## config.mk

```make
export PLATFORM = sky130hd
export DESIGN_NAME = shared_pending_mask
export DESIGN_NICKNAME = d
export VERILOG_FILES = /design/src/rtl/spm_pkg.sv /design/src/rtl/spm_write_decode.sv /design/src/rtl/spm_pending_bit.sv /design/src/rtl/shared_pending_mask.sv
export SDC_FILE = /design/constraint.sdc
export NUM_CORES = 1
export LEC_CHECK = 0
export ABC_AREA = 1
export CELL_PAD_IN_SITES_DETAIL_PLACEMENT = 2
export CELL_PAD_IN_SITES_GLOBAL_PLACEMENT = 2
export CORE_MARGIN = 1.5
export CORE_UTILIZATION = 32
export CTS_BUF_LIST = sky130_fd_sc_hd__clkbuf_2 sky130_fd_sc_hd__clkbuf_4 sky130_fd_sc_hd__clkbuf_8
export DETAILED_ROUTE_END_ITERATION = 10
export DONT_BUFFER_PORTS = 1
export GPL_TIMING_DRIVEN = 0
export HOLD_SLACK_MARGIN = 0.08
export PLACE_DENSITY = 0.94
export RECOVER_POWER = 50
export SLEW_MARGIN = 5
export SYNTH_ARGS = -nofsm -noshare
export SYNTH_HDL_FRONTEND = slang
export SYNTH_SLANG_ARGS = --single-unit
```

## constraint.sdc

```tcl
create_clock -name clk -period 2.1 [get_ports clk]
set_input_delay 0 -clock clk [delete_from_list [all_inputs] [get_ports clk]]
set_output_delay 0 -clock clk [all_outputs]
set_load 0.02 [all_outputs]
```

## src/rtl/spm_pkg.sv

```systemverilog
package spm_pkg;
  // Update request for one bit of the shared register.
  typedef struct packed {
    logic set;
    logic clr;
  } bit_req_t;
endpackage

```

## src/rtl/spm_write_decode.sv

```systemverilog
module spm_write_decode #(
  parameter int NODES = 8
) (
  input  logic [NODES-1:0]       wr_en,
  input  logic [NODES*NODES-1:0] wr_data,
  output spm_pkg::bit_req_t      req [NODES]
);
  // For each target bit j: a set comes from any enabled foreign node,
  // a clear comes only from node j writing its own position.
  for (genvar j = 0; j < NODES; j++) begin : g_bit
    logic set_any;
    always_comb begin
      set_any = 1'b0;
      for (int n = 0; n < NODES; n++) begin
        if (n != j) set_any = set_any | (wr_en[n] & wr_data[n*NODES + j]);
      end
    end
    assign req[j].set = set_any;
    assign req[j].clr = wr_en[j] & wr_data[j*NODES + j];
  end
endmodule

```

## src/rtl/spm_pending_bit.sv

```systemverilog
module spm_pending_bit (
  input  logic              clk,
  input  logic              rst,
  input  spm_pkg::bit_req_t req,
  output logic              bit_q,
  output logic              irq_q
);
  logic nxt;

  // Set has priority over clear so a notification is never dropped.
  assign nxt = req.set | (bit_q & ~req.clr);

  always_ff @(posedge clk) begin
    if (rst) begin
      bit_q <= 1'b0;
      irq_q <= 1'b0;
    end else begin
      bit_q <= nxt;
      irq_q <= nxt & ~bit_q;
    end
  end

  assert_set_sticks_R2: assert property (@(posedge clk) disable iff (rst)
    req.set |=> bit_q);

  assert_owner_clear_R4: assert property (@(posedge clk) disable iff (rst)
    (req.clr && !req.set) |=> !bit_q);

  assert_irq_on_rise_R3: assert property (@(posedge clk) disable iff (rst)
    $rose(bit_q) |-> irq_q);

  assert_irq_single_cycle_R3: assert property (@(posedge clk) disable iff (rst)
    irq_q |=> !irq_q);

  assert_no_irq_when_high_R5: assert property (@(posedge clk) disable iff (rst)
    bit_q |=> !irq_q);

  assert_hold_without_request_R11: assert property (@(posedge clk) disable iff (rst)
    (!req.set && !req.clr) |=> $stable(bit_q));
endmodule

```

## src/rtl/shared_pending_mask.sv

```systemverilog
module shared_pending_mask #(
  parameter int NODES = 8
) (
  input  logic                   clk,
  input  logic                   rst,
  input  logic [NODES-1:0]       wr_en,
  input  logic [NODES*NODES-1:0] wr_data,
  output logic [NODES-1:0]       rd_mask,
  output logic [NODES-1:0]       irq
);
  spm_pkg::bit_req_t req [NODES];

  spm_write_decode #(.NODES(NODES)) u_decode (
    .wr_en   (wr_en),
    .wr_data (wr_data),
    .req     (req)
  );

  for (genvar j = 0; j < NODES; j++) begin : g_node
    spm_pending_bit u_bit (
      .clk   (clk),
      .rst   (rst),
      .req   (req[j]),
      .bit_q (rd_mask[j]),
      .irq_q (irq[j])
    );
  end

  assert_idle_stable_R11: assert property (@(posedge clk) disable iff (rst)
    (wr_en == '0) |=> $stable(rd_mask));

  assert_irq_subset_R3: assert property (@(posedge clk) disable iff (rst)
    ((irq & ~rd_mask) == '0));
endmodule

```

==> results.yml <==
synthesis:
  yosysMostFrequentCell: "nand2_1"
  synth.distinct_cells: 11
  yosysWarnings: 0
  synth_seq_cells: 16
  synth_top_area_share_pct: 31.8
  syn_nets: 275
  yosys_most_used_dff: "dfxtp_1"
  avgSynthCellArea_um2: 6.04
  yosysSeqAreaShare_pct: 26.4
  synth_common_cells: "nand2_1 (103), inv_1 (17), buf_4 (16), dfxtp_1 (16), nor2_2 (15)"
  syn_area_um2: 1210
  yosys.area.top_type: "nand2_1"
  syn_inst: 201
  synthTopCellsByArea: "nand2_1 (32%), dfxtp_1 (26%), buf_4 (9.9%)"
  async_flop_share_pct: 0
  synth_edf_count: 0
timing:
  relSlewSlack_pct: 72.6
  rsz0062_at_grt: "false"
  fmax_mhz: 492
  finClkSkew_ns: 0.00488
  holdWs_ns: 0.0982
  post-route-min-period_ns: 2.03
  tightest_slew_ns: 0.410
  setup-tns-final_ns: 0
  maxSlewViolCount: 0
  period_share_pct: 96.8
  setup_viol: 0
  hold_violations: 0
setup_path:
  crit_required_ns: 2.25
  path_depth: 8
  crit_path_max_incr_delay_ns: 0.57
  path_common_cell: "dlygate4sd3_1"
  crit_path_max_fanout: 2
  endpoint_kind: "flop"
  crit_family: "buffers and inverters"
  crit_chain: "dlygate4sd3_1, nand2_1, nand2_1, dlygate4sd3_1, nor2_2, buf_4, dlygate4sd3_1, a21oi_1"
  path_buf_inv: 4
  worstPathArrival_ns: 2.18
  crit_type: "in -> reg"
  start_kind: "input pin"
  reg2regPathDepth: 3
  crit_slowest_cell: "dlygate4sd3_1"
die:
  fp-row-count: 22
  core_area_um2: 3660
  fp.dieW_um: 64.6
  dieArea_um2: 4180
  pin_count: 90
  initial_core_util_pct: 33.2
  die_h_um: 64.6
clocking:
  clk_pin_slew_worst_paths_ns: 0.08
  cts_buffer_depth: 2
  clock-sinks: 16
  postCtsResizedCells: 0
  cts_made_buffers: 3
  cts_root_buf: "clkbuf_8"
  cts_tree: "built"
  clk_latency_ns: 0.26
  htree_levels: 1
pwr:
  power_switching_mw: 0.319
  intPower_mw: 0.644
  pwr-share-clk_pct: 30.8
  switching_share_pct: 33.1
  total_leakage_power_nw: 0.928
  power_density_nw_per_um2: 551
  p_comb_share_pct: 33.8
  peakVddDrop_mv: 0.218
  p_seq_share_pct: 35.3
detailed_routing:
  antenna_left: 0
  remaining_drc_errors: 0
  met3WireLength_um: 276
  wl_met1_um: 2320
  wire_per_inst_um: 20.4
  vias_per_cell: 4.90
  wl_met2_um: 3440
  route.vias.total: 1475
  drtIter0Drc: 50
  routed_wl_um: 6140
  dr.max_layer_used: "met4"
  firstDrtPassIters: 4
cells_and_area:
  nFillCells: 461
  fin_area_um2: 1750
  fin_nets: 328
  diodes: 0
  syn_to_final_growth_pct: 43.9
  drive_gt1_share_pct: 14.6
  final_cells: 301
placement:
  place_area_um2: 1270
  placed_cells: 249
  dpl.hpwl_um: 3150
  port_buffers: 0
  gp_congestion: 0.751
min_path:
  hold_depth: 6
  timing.hold.worst.class: "in -> reg"
run:
  max-cap-violations: 0
run_status:
  status: "complete, no violations"
global_routing:
  grt_pass1_wl_um: 9270
  grtUsageTotal_pct: 30.7
  antenna_found_initial: 0
  grt_max_degree: 10
  grt_pass1_vias: 1733
  grt_overflow: 0
## metal layers
metal	GRT usage [%]	vias to the layer above
met2	62.0	72
met3	3.30	10
met5	0	-
met4	8.24	0
met1	33.2	711
li1	-	682
## sequential cells by signal, indices dropped and copies added, names as in the netlist
register            cells
g_node.u_bit.irq_q      8
g_node.u_bit.bit_q      8
## power by group through the flow
| stage | registers (mW) | logic, mW | clock network, mW |
|---|---|---|---|
| 2_1_floorplan | 0.342 | 0.190 | 0 |
| 3_3_place_gp | 0.345 | 0.221 | 0 |
| 3_5_place_dp | 0.346 | 0.228 | 0 |
| 4_1_cts | 0.339 | 0.320 | 0.294 |
| 5_1_grt | 0.342 | 0.350 | 0.314 |
| 6_report | 0.340 | 0.326 | 0.297 |
## cells in the final DEF, fill, tap and decap left out, drive strengths merged
| master | instances |
|---|---|
| dlygate4sd3 | 47 |
| nor2 | 16 |
| a21oi | 8 |
| inv | 17 |
| dfxtp | 16 |
| buf | 9 |
| nand2 | 104 |
| nand3 | 8 |
| or2 | 8 |
| clkbuf | 20 |
## logic make-up after synthesis
logic type / after synthesis / synth area share, %
AND/OR/NAND/NOR: 136 / 47.8
buffers and inverters: 41 / 22.6
flip-flops: 16 / 26.4
AO/OA/AOI/OAI: 8 / 3.30
## timing repair
| item | in CTS | in global routing |
|---|---|---|
| hold buffers | 48 | 0 |
| setup endpoints to repair | 0 | 1 |
| hold endpoints to repair | 16 | 0 |
| buffers inserted | 0 | 1 |
## worst paths after layout
check                     endpoint             startpoint  slack (ns)
max          g_node[2].u_bit.irq_q            wr_data[42]        0.07
min          g_node[3].u_bit.bit_q            wr_data[51]         0.1
max reg2reg  g_node[3].u_bit.irq_q  g_node[3].u_bit.bit_q        0.65
min reg2reg  g_node[2].u_bit.irq_q  g_node[2].u_bit.bit_q        0.55
## per-stage QoR
step	total power, mW	worst slack (ns)	util [%]
2_1_floorplan	0.532	1.37	-
3_3_place_gp	0.565	1.33	34.8
3_5_place_dp	0.574	1.31	34.8
4_1_cts	0.953	0.184	49.5
5_1_grt	1.01	0.0169	47.7
6_report	0.963	0.0670	47.7
## final cells by class
cell class / count / area, um2 / area share (%)
plain buffers: 24 / 150 / 8.59
clock buffers: 4 / 55.1 / 3.15
inverters: 17 / 63.8 / 3.65
multi-input cells: 144 / 621 / 35.5
flip-flops and latches: 16 / 320 / 18.3
well taps: 48 / 60.1 / 3.44
repair buffers: 48 / 478 / 27.3
## tightest hold or removal path, delay by kind of cell
kind	cells	cell delay, ns
buf+inv	2	0.11
simple gates	4	0.21
No activity file was read; power rests on OpenSTA's default activity.
